File: src/rtl/scatter_pkg.sv
package scatter_pkg;
    typedef enum logic [1:0] {
        ST_IDLE = 2'd0,
        ST_RUN  = 2'd1,
        ST_FIN  = 2'd2
    } seq_st_e;
endpackage

File: src/rtl/scatter_lane_pick.sv
module scatter_lane_pick #(
    parameter int LANES = 8,
    localparam int LW = (LANES > 1) ? $clog2(LANES) : 1
) (
    input  logic [LANES-1:0] pend,
    output logic             any,
    output logic [LW-1:0]    lane
);
    always_comb begin
        lane = '0;
        for (int i = LANES - 1; i >= 0; i--) begin
            if (pend[i]) lane = LW'(i);
        end
    end

    assign any = |pend;
endmodule

File: src/rtl/scatter_addr_gen.sv
module scatter_addr_gen #(
    parameter int ADDR_W   = 64,
    parameter int IDX_W    = 32,
    parameter int SCALE_SH = 2
) (
    input  logic [ADDR_W-1:0] base,
    input  logic [IDX_W-1:0]  idx,
    input  logic              sext,
    input  logic              scale,
    output logic [ADDR_W-1:0] addr
);
    logic [ADDR_W-1:0] wide;

    generate
        if (ADDR_W > IDX_W) begin : g_widen
            localparam int PAD = ADDR_W - IDX_W;
            assign wide = {{PAD{sext & idx[IDX_W-1]}}, idx};
        end else begin : g_same
            assign wide = idx[ADDR_W-1:0];
        end
    endgenerate

    assign addr = base + (scale ? (wide << SCALE_SH) : wide);
endmodule

File: src/rtl/scatter_align_chk.sv
module scatter_align_chk #(
    parameter int ADDR_W      = 64,
    parameter int ALIGN_BYTES = 16,
    localparam int AB = (ALIGN_BYTES > 1) ? $clog2(ALIGN_BYTES) : 1
) (
    input  logic [ADDR_W-1:0] base,
    input  logic              base_sp,
    input  logic              any_active,
    input  logic              chk_empty,
    output logic              fault
);
    assign fault = base_sp && (|base[AB-1:0]) && (any_active || chk_empty);
endmodule

File: src/rtl/vec_scatter_seq.sv
module vec_scatter_seq
    import scatter_pkg::*;
#(
    parameter int LANES       = 8,
    parameter int IDX_W       = 32,
    parameter int DATA_W      = 32,
    parameter int ADDR_W      = 64,
    parameter int ALIGN_BYTES = 16,
    parameter int SCALE_SH    = 2
) (
    input  logic                    clk,
    input  logic                    rst_n,
    input  logic                    cmd_valid,
    output logic                    cmd_ready,
    input  logic [ADDR_W-1:0]       cmd_base,
    input  logic                    cmd_base_sp,
    input  logic [LANES*IDX_W-1:0]  cmd_index,
    input  logic [LANES*DATA_W-1:0] cmd_data,
    input  logic [LANES-1:0]        cmd_mask,
    input  logic                    cmd_sext,
    input  logic                    cmd_scale,
    input  logic                    cfg_chk_empty,
    output logic                    wr_valid,
    input  logic                    wr_ready,
    output logic [ADDR_W-1:0]       wr_addr,
    output logic [DATA_W-1:0]       wr_data,
    output logic                    done,
    output logic                    err
);
    localparam int LW = (LANES > 1) ? $clog2(LANES) : 1;

    typedef struct packed {
        seq_st_e                 st;
        logic [ADDR_W-1:0]       base;
        logic [LANES*IDX_W-1:0]  idx;
        logic [LANES*DATA_W-1:0] dat;
        logic [LANES-1:0]        pend;
        logic                    sext;
        logic                    scale;
        logic                    err;
    } seq_t;

    seq_t cur_q, cur_d;

    logic          any_w;
    logic [LW-1:0] lane_w;
    logic          fault_w;
    logic [ADDR_W-1:0] addr_w;

    scatter_lane_pick #(.LANES(LANES)) u_pick (
        .pend (cur_q.pend),
        .any  (any_w),
        .lane (lane_w)
    );

    scatter_addr_gen #(.ADDR_W(ADDR_W), .IDX_W(IDX_W), .SCALE_SH(SCALE_SH)) u_agen (
        .base  (cur_q.base),
        .idx   (cur_q.idx[lane_w*IDX_W +: IDX_W]),
        .sext  (cur_q.sext),
        .scale (cur_q.scale),
        .addr  (addr_w)
    );

    scatter_align_chk #(.ADDR_W(ADDR_W), .ALIGN_BYTES(ALIGN_BYTES)) u_align (
        .base       (cmd_base),
        .base_sp    (cmd_base_sp),
        .any_active (|cmd_mask),
        .chk_empty  (cfg_chk_empty),
        .fault      (fault_w)
    );

    always_comb begin
        cur_d = cur_q;
        unique case (cur_q.st)
            ST_IDLE: begin
                if (cmd_valid) begin
                    cur_d.base  = cmd_base;
                    cur_d.idx   = cmd_index;
                    cur_d.dat   = cmd_data;
                    cur_d.sext  = cmd_sext;
                    cur_d.scale = cmd_scale;
                    cur_d.err   = fault_w;
                    cur_d.pend  = fault_w ? '0 : cmd_mask;
                    cur_d.st    = fault_w ? ST_FIN : ST_RUN;
                end
            end
            ST_RUN: begin
                if (!any_w) begin
                    cur_d.st = ST_FIN;
                end else if (wr_ready) begin
                    cur_d.pend[lane_w] = 1'b0;
                end
            end
            ST_FIN: begin
                cur_d.st  = ST_IDLE;
                cur_d.err = 1'b0;
            end
            default: cur_d.st = ST_IDLE;
        endcase
    end

    always_ff @(posedge clk) begin
        if (!rst_n) begin
            cur_q <= '0;
        end else begin
            cur_q <= cur_d;
        end
    end

    assign cmd_ready = (cur_q.st == ST_IDLE);
    assign wr_valid  = (cur_q.st == ST_RUN) && any_w;
    assign wr_addr   = addr_w;
    assign wr_data   = cur_q.dat[lane_w*DATA_W +: DATA_W];
    assign done      = (cur_q.st == ST_FIN);
    assign err       = (cur_q.st == ST_FIN) && cur_q.err;


    hold_stable_chk: assert property (@(posedge clk) disable iff (!rst_n)
        wr_valid && !wr_ready |=> wr_valid && $stable(wr_addr) && $stable(wr_data));


    lane_ascend_chk: assert property (@(posedge clk) disable iff (!rst_n)
        wr_valid && wr_ready |=> !wr_valid || (lane_w > $past(lane_w)));


    done_pulse_chk: assert property (@(posedge clk) disable iff (!rst_n)
        done |=> !done);


    err_with_done_chk: assert property (@(posedge clk) disable iff (!rst_n)
        err |-> done && !wr_valid);


    busy_not_ready_chk: assert property (@(posedge clk) disable iff (!rst_n)
        (wr_valid || done) |-> !cmd_ready);


    fin_after_accept_chk: assert property (@(posedge clk) disable iff (!rst_n)
        cmd_valid && cmd_ready && !fault_w && cmd_mask == '0 |=> !wr_valid);
endmodule

File: config.mk
export PLATFORM = sky130hd
export DESIGN_NAME = vec_scatter_seq
export DESIGN_NICKNAME = d
export VERILOG_FILES = /design/src/rtl/scatter_pkg.sv /design/src/rtl/scatter_lane_pick.sv /design/src/rtl/scatter_addr_gen.sv /design/src/rtl/scatter_align_chk.sv /design/src/rtl/vec_scatter_seq.sv
export SDC_FILE = /design/constraint.sdc
export NUM_CORES = 2
export LEC_CHECK = 0
export CAP_MARGIN = 30
export CORE_AREA = 8 8 260 262
export CTS_BUF_LIST = sky130_fd_sc_hd__clkbuf_8
export DETAILED_ROUTE_END_ITERATION = 8
export DIE_AREA = 0 0 268 270
export GPL_TIMING_DRIVEN = 0
export PLACE_DENSITY_LB_ADDON = 0.08
export SYNTH_ARGS = -nofsm -noshare
export SYNTH_HDL_FRONTEND = slang
export SYNTH_HIERARCHICAL = 1
export SYNTH_SLANG_ARGS = --single-unit
File: constraint.sdc
create_clock -name clk -period 6.28 [get_ports clk]
set_input_delay 0.942 -clock clk [delete_from_list [all_inputs] [get_ports clk]]
set_output_delay 0.942 -clock clk [all_outputs]
set_load 0.02 [all_outputs]
Word level (Yosys, flattened, before mapping):

Cells that the tools add are included.

* logic and storage cells: 58
* input port bits: 592
* output and inout bits: 100
* register bits after elaboration: 589

* bitwise gates (word level): 3
* eq/ne operators: 6
* add/subtract/negate cells: 1
* $lt $le $gt $ge: 2
* reductions and logical operators: 16
* multiplexer cells: 20
* shifts and indexed selects: 2

Operators with widths (number)
* two-way mux 589 bit: 1
* indexed part select 256 x 9 -> 32 bit: 2
* adder 64 bit: 1
* two-way mux 34 bit: 1
* two-way mux 3 bit: 8
* two-way mux 8 bit: 3
* case mux 8 bit (2 select lines): 1
* OR reduction 8 bit: 2
* bitwise AND 8 bit: 1
* inequality test 2 bit, second input constant: 4
* inverter 8 bit: 1
* AND reduction 2 bit: 3
* logical AND 1 bit: 5
* < comparator 3 x 4 -> 1 bit, second input constant: 1
* two-way mux 2 bit: 2
* case mux 2 bit (2 select lines): 1
* AND reduction 4 bit: 1
* nonzero test 2 bit: 2
* OR reduction 4 bit: 1
* demux 1 bit (select 3 bit): 1
* greater-or-equal comparator 3 x 1 -> 1 bit, second input constant: 1
* equality test 2 x 1 -> 1 bit, second input constant: 1
* equality test 2 bit, second input constant: 1
* zero test 2 bit: 1
* 4 further kinds: 4

Logic depth before layout (Yosys ltp):

* depth after elaboration: 17
* depth in mapped cells: 22
* mapped depth without buffers: 18

Hierarchy:

Netlist, hierarchy kept.

By module, submodules not included
* vec_scatter_seq: area an instance 24624.9 um^2, cells each 2950, instances 1
* scatter_addr_gen: area an instance 4151.5 um^2, cells each 600, instances 1
* scatter_lane_pick: area an instance 81.3 um^2, cells each 13, instances 1
* scatter_align_chk: area an instance 21.3 um^2, cells each 3, instances 1

Worst setup path after synthesis:

Ideal clock, no wire load.

* path type: reg2out
* start: reg cur_q[7] (netlist name)
* end: out wr_addr[55]
* path buffers: 3
* slack: 0.725 ns
* cell stages (with the launch flop): 21
* arrival: 4.613 ns
* cells stage by stage: dfxtp_1 -> nor4_2 -> and3b_1 -> buf_2 -> buf_2 -> nor2_2 -> a221oi_1 -> o221ai_1 -> nand2_1 -> inv_1 -> ha_1 -> clkbuf_1 -> a21oi_1 -> and2_1 -> nor3b_1 -> a311oi_1 -> a21o_1 -> a31oi_1 -> o21ai_1 -> o21ai_0 -> xor2_1

* cells in the longest elaborated chain, start to end: 9

Ends and longest elaborated chain
* start, declared: line vec_scatter_seq.sv:43 `seq_t cur_q, cur_d;`
* start signal, assigned: line vec_scatter_seq.sv:106 `cur_q <= cur_d;`
* two-way mux 3 bit * (5 in a row): line scatter_lane_pick.sv:12 `if (pend[i]) lane = LW'(i);`
* via lane_w[2]: line vec_scatter_seq.sv:46 `logic [LW-1:0] lane_w;`
* indexed part select 256 x 9 -> 32 bit *: line vec_scatter_seq.sv:58 `.idx (cur_q.idx[lane_w*IDX_W +: IDX_W]),`
* bitwise AND 1 bit: line scatter_addr_gen.sv:17 `assign wide = {{PAD{sext & idx[IDX_W-1]}}, idx};`
* two-way mux 34 bit: line scatter_addr_gen.sv:23 `assign addr = base + (scale ? (wide << SCALE_SH) : wide);`
* adder 64 bit *: line scatter_addr_gen.sv:23
* end, declared: line vec_scatter_seq.sv:25 `output logic [ADDR_W-1:0] wr_addr,`

Mark *: on every way through the listed nets, which the timed path passes. The rest lies on a longest branch.

Worst setup path after layout:

* start: reg cur_q[9] (netlist name)
* end: out wr_addr[63]

* cells in the longest elaborated chain, start to end: 11

Ends and longest elaborated chain (line)
* two-way mux 3 bit * (7 in a row): scatter_lane_pick.sv:12
* via lane_w[0]: vec_scatter_seq.sv:46
* indexed part select 256 x 9 -> 32 bit *: vec_scatter_seq.sv:58
* bitwise AND 1 bit: scatter_addr_gen.sv:17
* two-way mux 34 bit: scatter_addr_gen.sv:23
* adder 64 bit *: scatter_addr_gen.sv:23

Marks and branches as above.

==> summary.txt <==
Cell count after synthesis: 3,566
Synth Area per Inst: 8.10 µm²
Final nets: 5,092
Synth Cell Area: 28,900 µm²
Layout cells sized above 1: 18.4%
CP required: 5.34 ns
DR pass1 iterations: 5
RSZ-0062 raised after global routing: true
P_sw: 3920 µW
Core area: 63,600 µm²
Max layer used: met5
Internal power: 7790 µW
Fin cells: 5,405
Largest net degree at the start of global routing: 20
Die extent in y: 270 µm
Slew Limit Headroom: 36.9%
Largest regs: cur_q (589)
Post-synthesis cell type count: 83
CTS buffer count: 99
Initial Util: 45.4%
Starting DRT DRC Count: 2,894
Post-synth EDFFs: 0
Buffers on Ports: 691
FILL cells: 5,717
Endpoints failing setup: 28
Slowest stage cell, crit path: mux4_2
Peak supply drop: 0.154 mV
Gr usage total: 35.5%
Commonest non-fill, non-tap cell in the layout: nand2_1
Chip width: 268 µm
DP Cell Count: 5,117
Most frequent cells in the layout: nand2_1, a21oi_1, clkdlybuf4s50_1, dfxtp_1, buf_4
Smallest hold slack: 0.454 ns
Pwr Density: 281 nW/µm²
Crit path kind: flip-flop to primary output
Critical path arrival: 5.68 ns
#FFs+latches synth: 589
First-pass GRT wire length: 190,000 µm
CTS tree: built
CTS max path bufs: 3
Largest register FFs: 589
Wire length on met3: 13,500 µm
Fraction of the yosys area taken by sequential cells: 40.8%
Worst setup margin: -0.339 ns
Final setup skew: 0.0265 ns
Final count of hold timing violations: 0
Total grt overflow: 0
Num rows: 93
Drc violations: 0
Part of the power in registers: 35.9%
CP max FO: 7
Largest Register: cur_q
Clk Latency, worst-skew pair: 0.72 ns
Synth warn: 6
Hold crit path type: flip-flop to flip-flop
H-tree lvl count: 3
Max-Cap Viols: 0
Clock Tree Root: clkbuf_8
Die ar.: 72,400 µm²
Antenna-violating nets left: 0
Vias in the first global route: 29,202
CP Launch Type: flip-flop
Worst setup EP type: primary output
Max Slew Vio Count: 0
WL met1: 54,500 µm
Ys flop type: dfxtp_1
CTS clk-pin slew, worst paths: 0.06 ns
Via count: 30,570
WL final: 136,000 µm
Synth-to-Final Area Change: 44.3%
Crit path cell chain: inv_2 -> a21oi_2 -> o41ai_2 -> buf_6 -> buf_6 -> buf_12 -> mux4_2 -> mux2_4 -> mux2_4 -> ha_4 -> buf_6 -> nand4_1 -> or3_4 -> nor3_4 -> a21oi_4 -> buf_6 -> o31ai_4 -> nor4_1 -> nor2_1 -> xnor2_1 -> buf_4
Synthesized Nets: 4,223
Crit-path max cell delay: 0.53 ns
Worst slew pin tran: 0.946 ns
Switch share: 33.5%
WL/cell: 25.3 µm
Clock power frac: 32.3%
Pleak: 0.0162 µW
IO Pins: 692
Asr flop ratio synth: 0%
Initial antenna violation count: 51
Combinational Power Share: 31.7%
Fmax: 0.151 GHz
TritonCTS Sinks: 589
Min Clock Period, post-route: 6.62 ns
WL met2: 62,300 µm
Failing checks: setup timing
GP Congestion: 0.938
Fin crit share: 105%
Most used cell along the critical path: buf_6
Detailed Place HPWL: 105,000 µm
Number of vias per cell: 5.66
Status: finished, violations left
[power groups by stage]
stage	clock, µW	sequential (µW)	combinational [µW]
finish	3790	4210	3720
global route	3960	4220	3890
CTS	3800	4190	3450
detailed placement	0	4260	3210
global placement	0	4260	3190
floorplan	0	4190	1770
[cell type report]
class	count	area [µm²]	share of cell area, %
multi-input cells	2680	16800	40.2
repair inverters	1	7.51	0.0180
flip-flops and latches	589	11800	28.3
well taps	855	1070	2.57
clock inverters	52	459	1.10
clock buffers	124	1710	4.10
diodes	40	100	0.240
inverters	20	82.6	0.198
repair buffers	789	7720	18.5
plain buffers	255	1960	4.71
[per-stage QoR]
step	setup TNS (ns)	power, µW	utilization (%)	worst slack [ns]	area (µm²)
6_report	-4.32	11700	65.5	-0.339	41700
5_1_grt	-9.16	12100	65.4	-0.442	41600
4_1_cts	-2.71	11400	63.6	-0.250	40500
3_5_place_dp	-46.94	7480	58.0	-1.49	36900
3_3_place_gp	-54.11	7440	57.9	-1.88	36900
2_1_floorplan	0	5950	-	0.725	28900
[critical path, delay by kind of cell, from the launching register on]
kind,cells,cell delay (ns)
adders and majority gates,1,0.28
xor gates and xnor gates,1,0.19
and+or+nand+nor,5,1.15
DFF,1,0.36
AOI/OAI and AO/OA,4,0.92
buffers and inverters,7,0.92
muxes,3,1.14
[metal layers]
metal	global-route usage, %	up-vias
met5	0	-
met4	15.9	24
met3	9.37	326
met2	55.6	1555
met1	45.5	14654
li1	-	14011
[synth_stat cells, drive strengths merged (21+ instances only)]
cell,count,area share (%)
nand2,1298,17
xor2,28,0.85
mux4,84,6.6
nand4,23,0.50
nand3,23,0.40
ha,64,2.8
xnor2,33,1.0
mux2,68,2.7
clkbuf,100,1.3
o21ai,51,0.91
a221oi,21,0.64
buf,177,4.7
a21o,23,0.60
dfxtp,589,41
a21oi,666,12
nor2,53,0.70
[cell families (layout without fill, tap and decap cells)]
kind of cell             count (synthesis)  count (layout)  share of synthesized area (%)
AO/OA/AOI/OAI                          910             910                           18.0
XOR/XNOR                                61              61                           1.85
adder cells (fa/ha/maj)                 65              65                           2.84
buffers and inverters                  297            1241                           6.29
flip-flops                             589             589                           40.8
multiplexers                           172             172                           9.90
other                                    0              40                              0
AND/OR/NAND/NOR                       1472            1472                           20.3
[worst paths after layout]
kind                                        startpoint                endpoint  slack [ns]  cells past startpoint
worst min register to register  cur_q[69]$_SDFFE_PN0P_  cur_q[69]$_SDFFE_PN0P_        0.45                      2
worst min-delay path            cur_q[69]$_SDFFE_PN0P_  cur_q[69]$_SDFFE_PN0P_        0.45                      2
worst max register to register   cur_q[9]$_SDFFE_PN0P_   cur_q[6]$_SDFFE_PN0P_        3.77                     11
worst max-delay path             cur_q[9]$_SDFFE_PN0P_             wr_addr[63]       -0.34                     21
[timing repair]
action | in CTS | in global routing
hold buffers | 0 | 0
setup endpoints to repair | 61 | 52
endpoints found under the hold margin | 0 | 0
setup buffers | 43 | 52
cloned | 3 | 0
gates resized for setup | 459 | 212
pin swaps | 65 | 79
No activity file was read; power rests on OpenSTA's default activity.
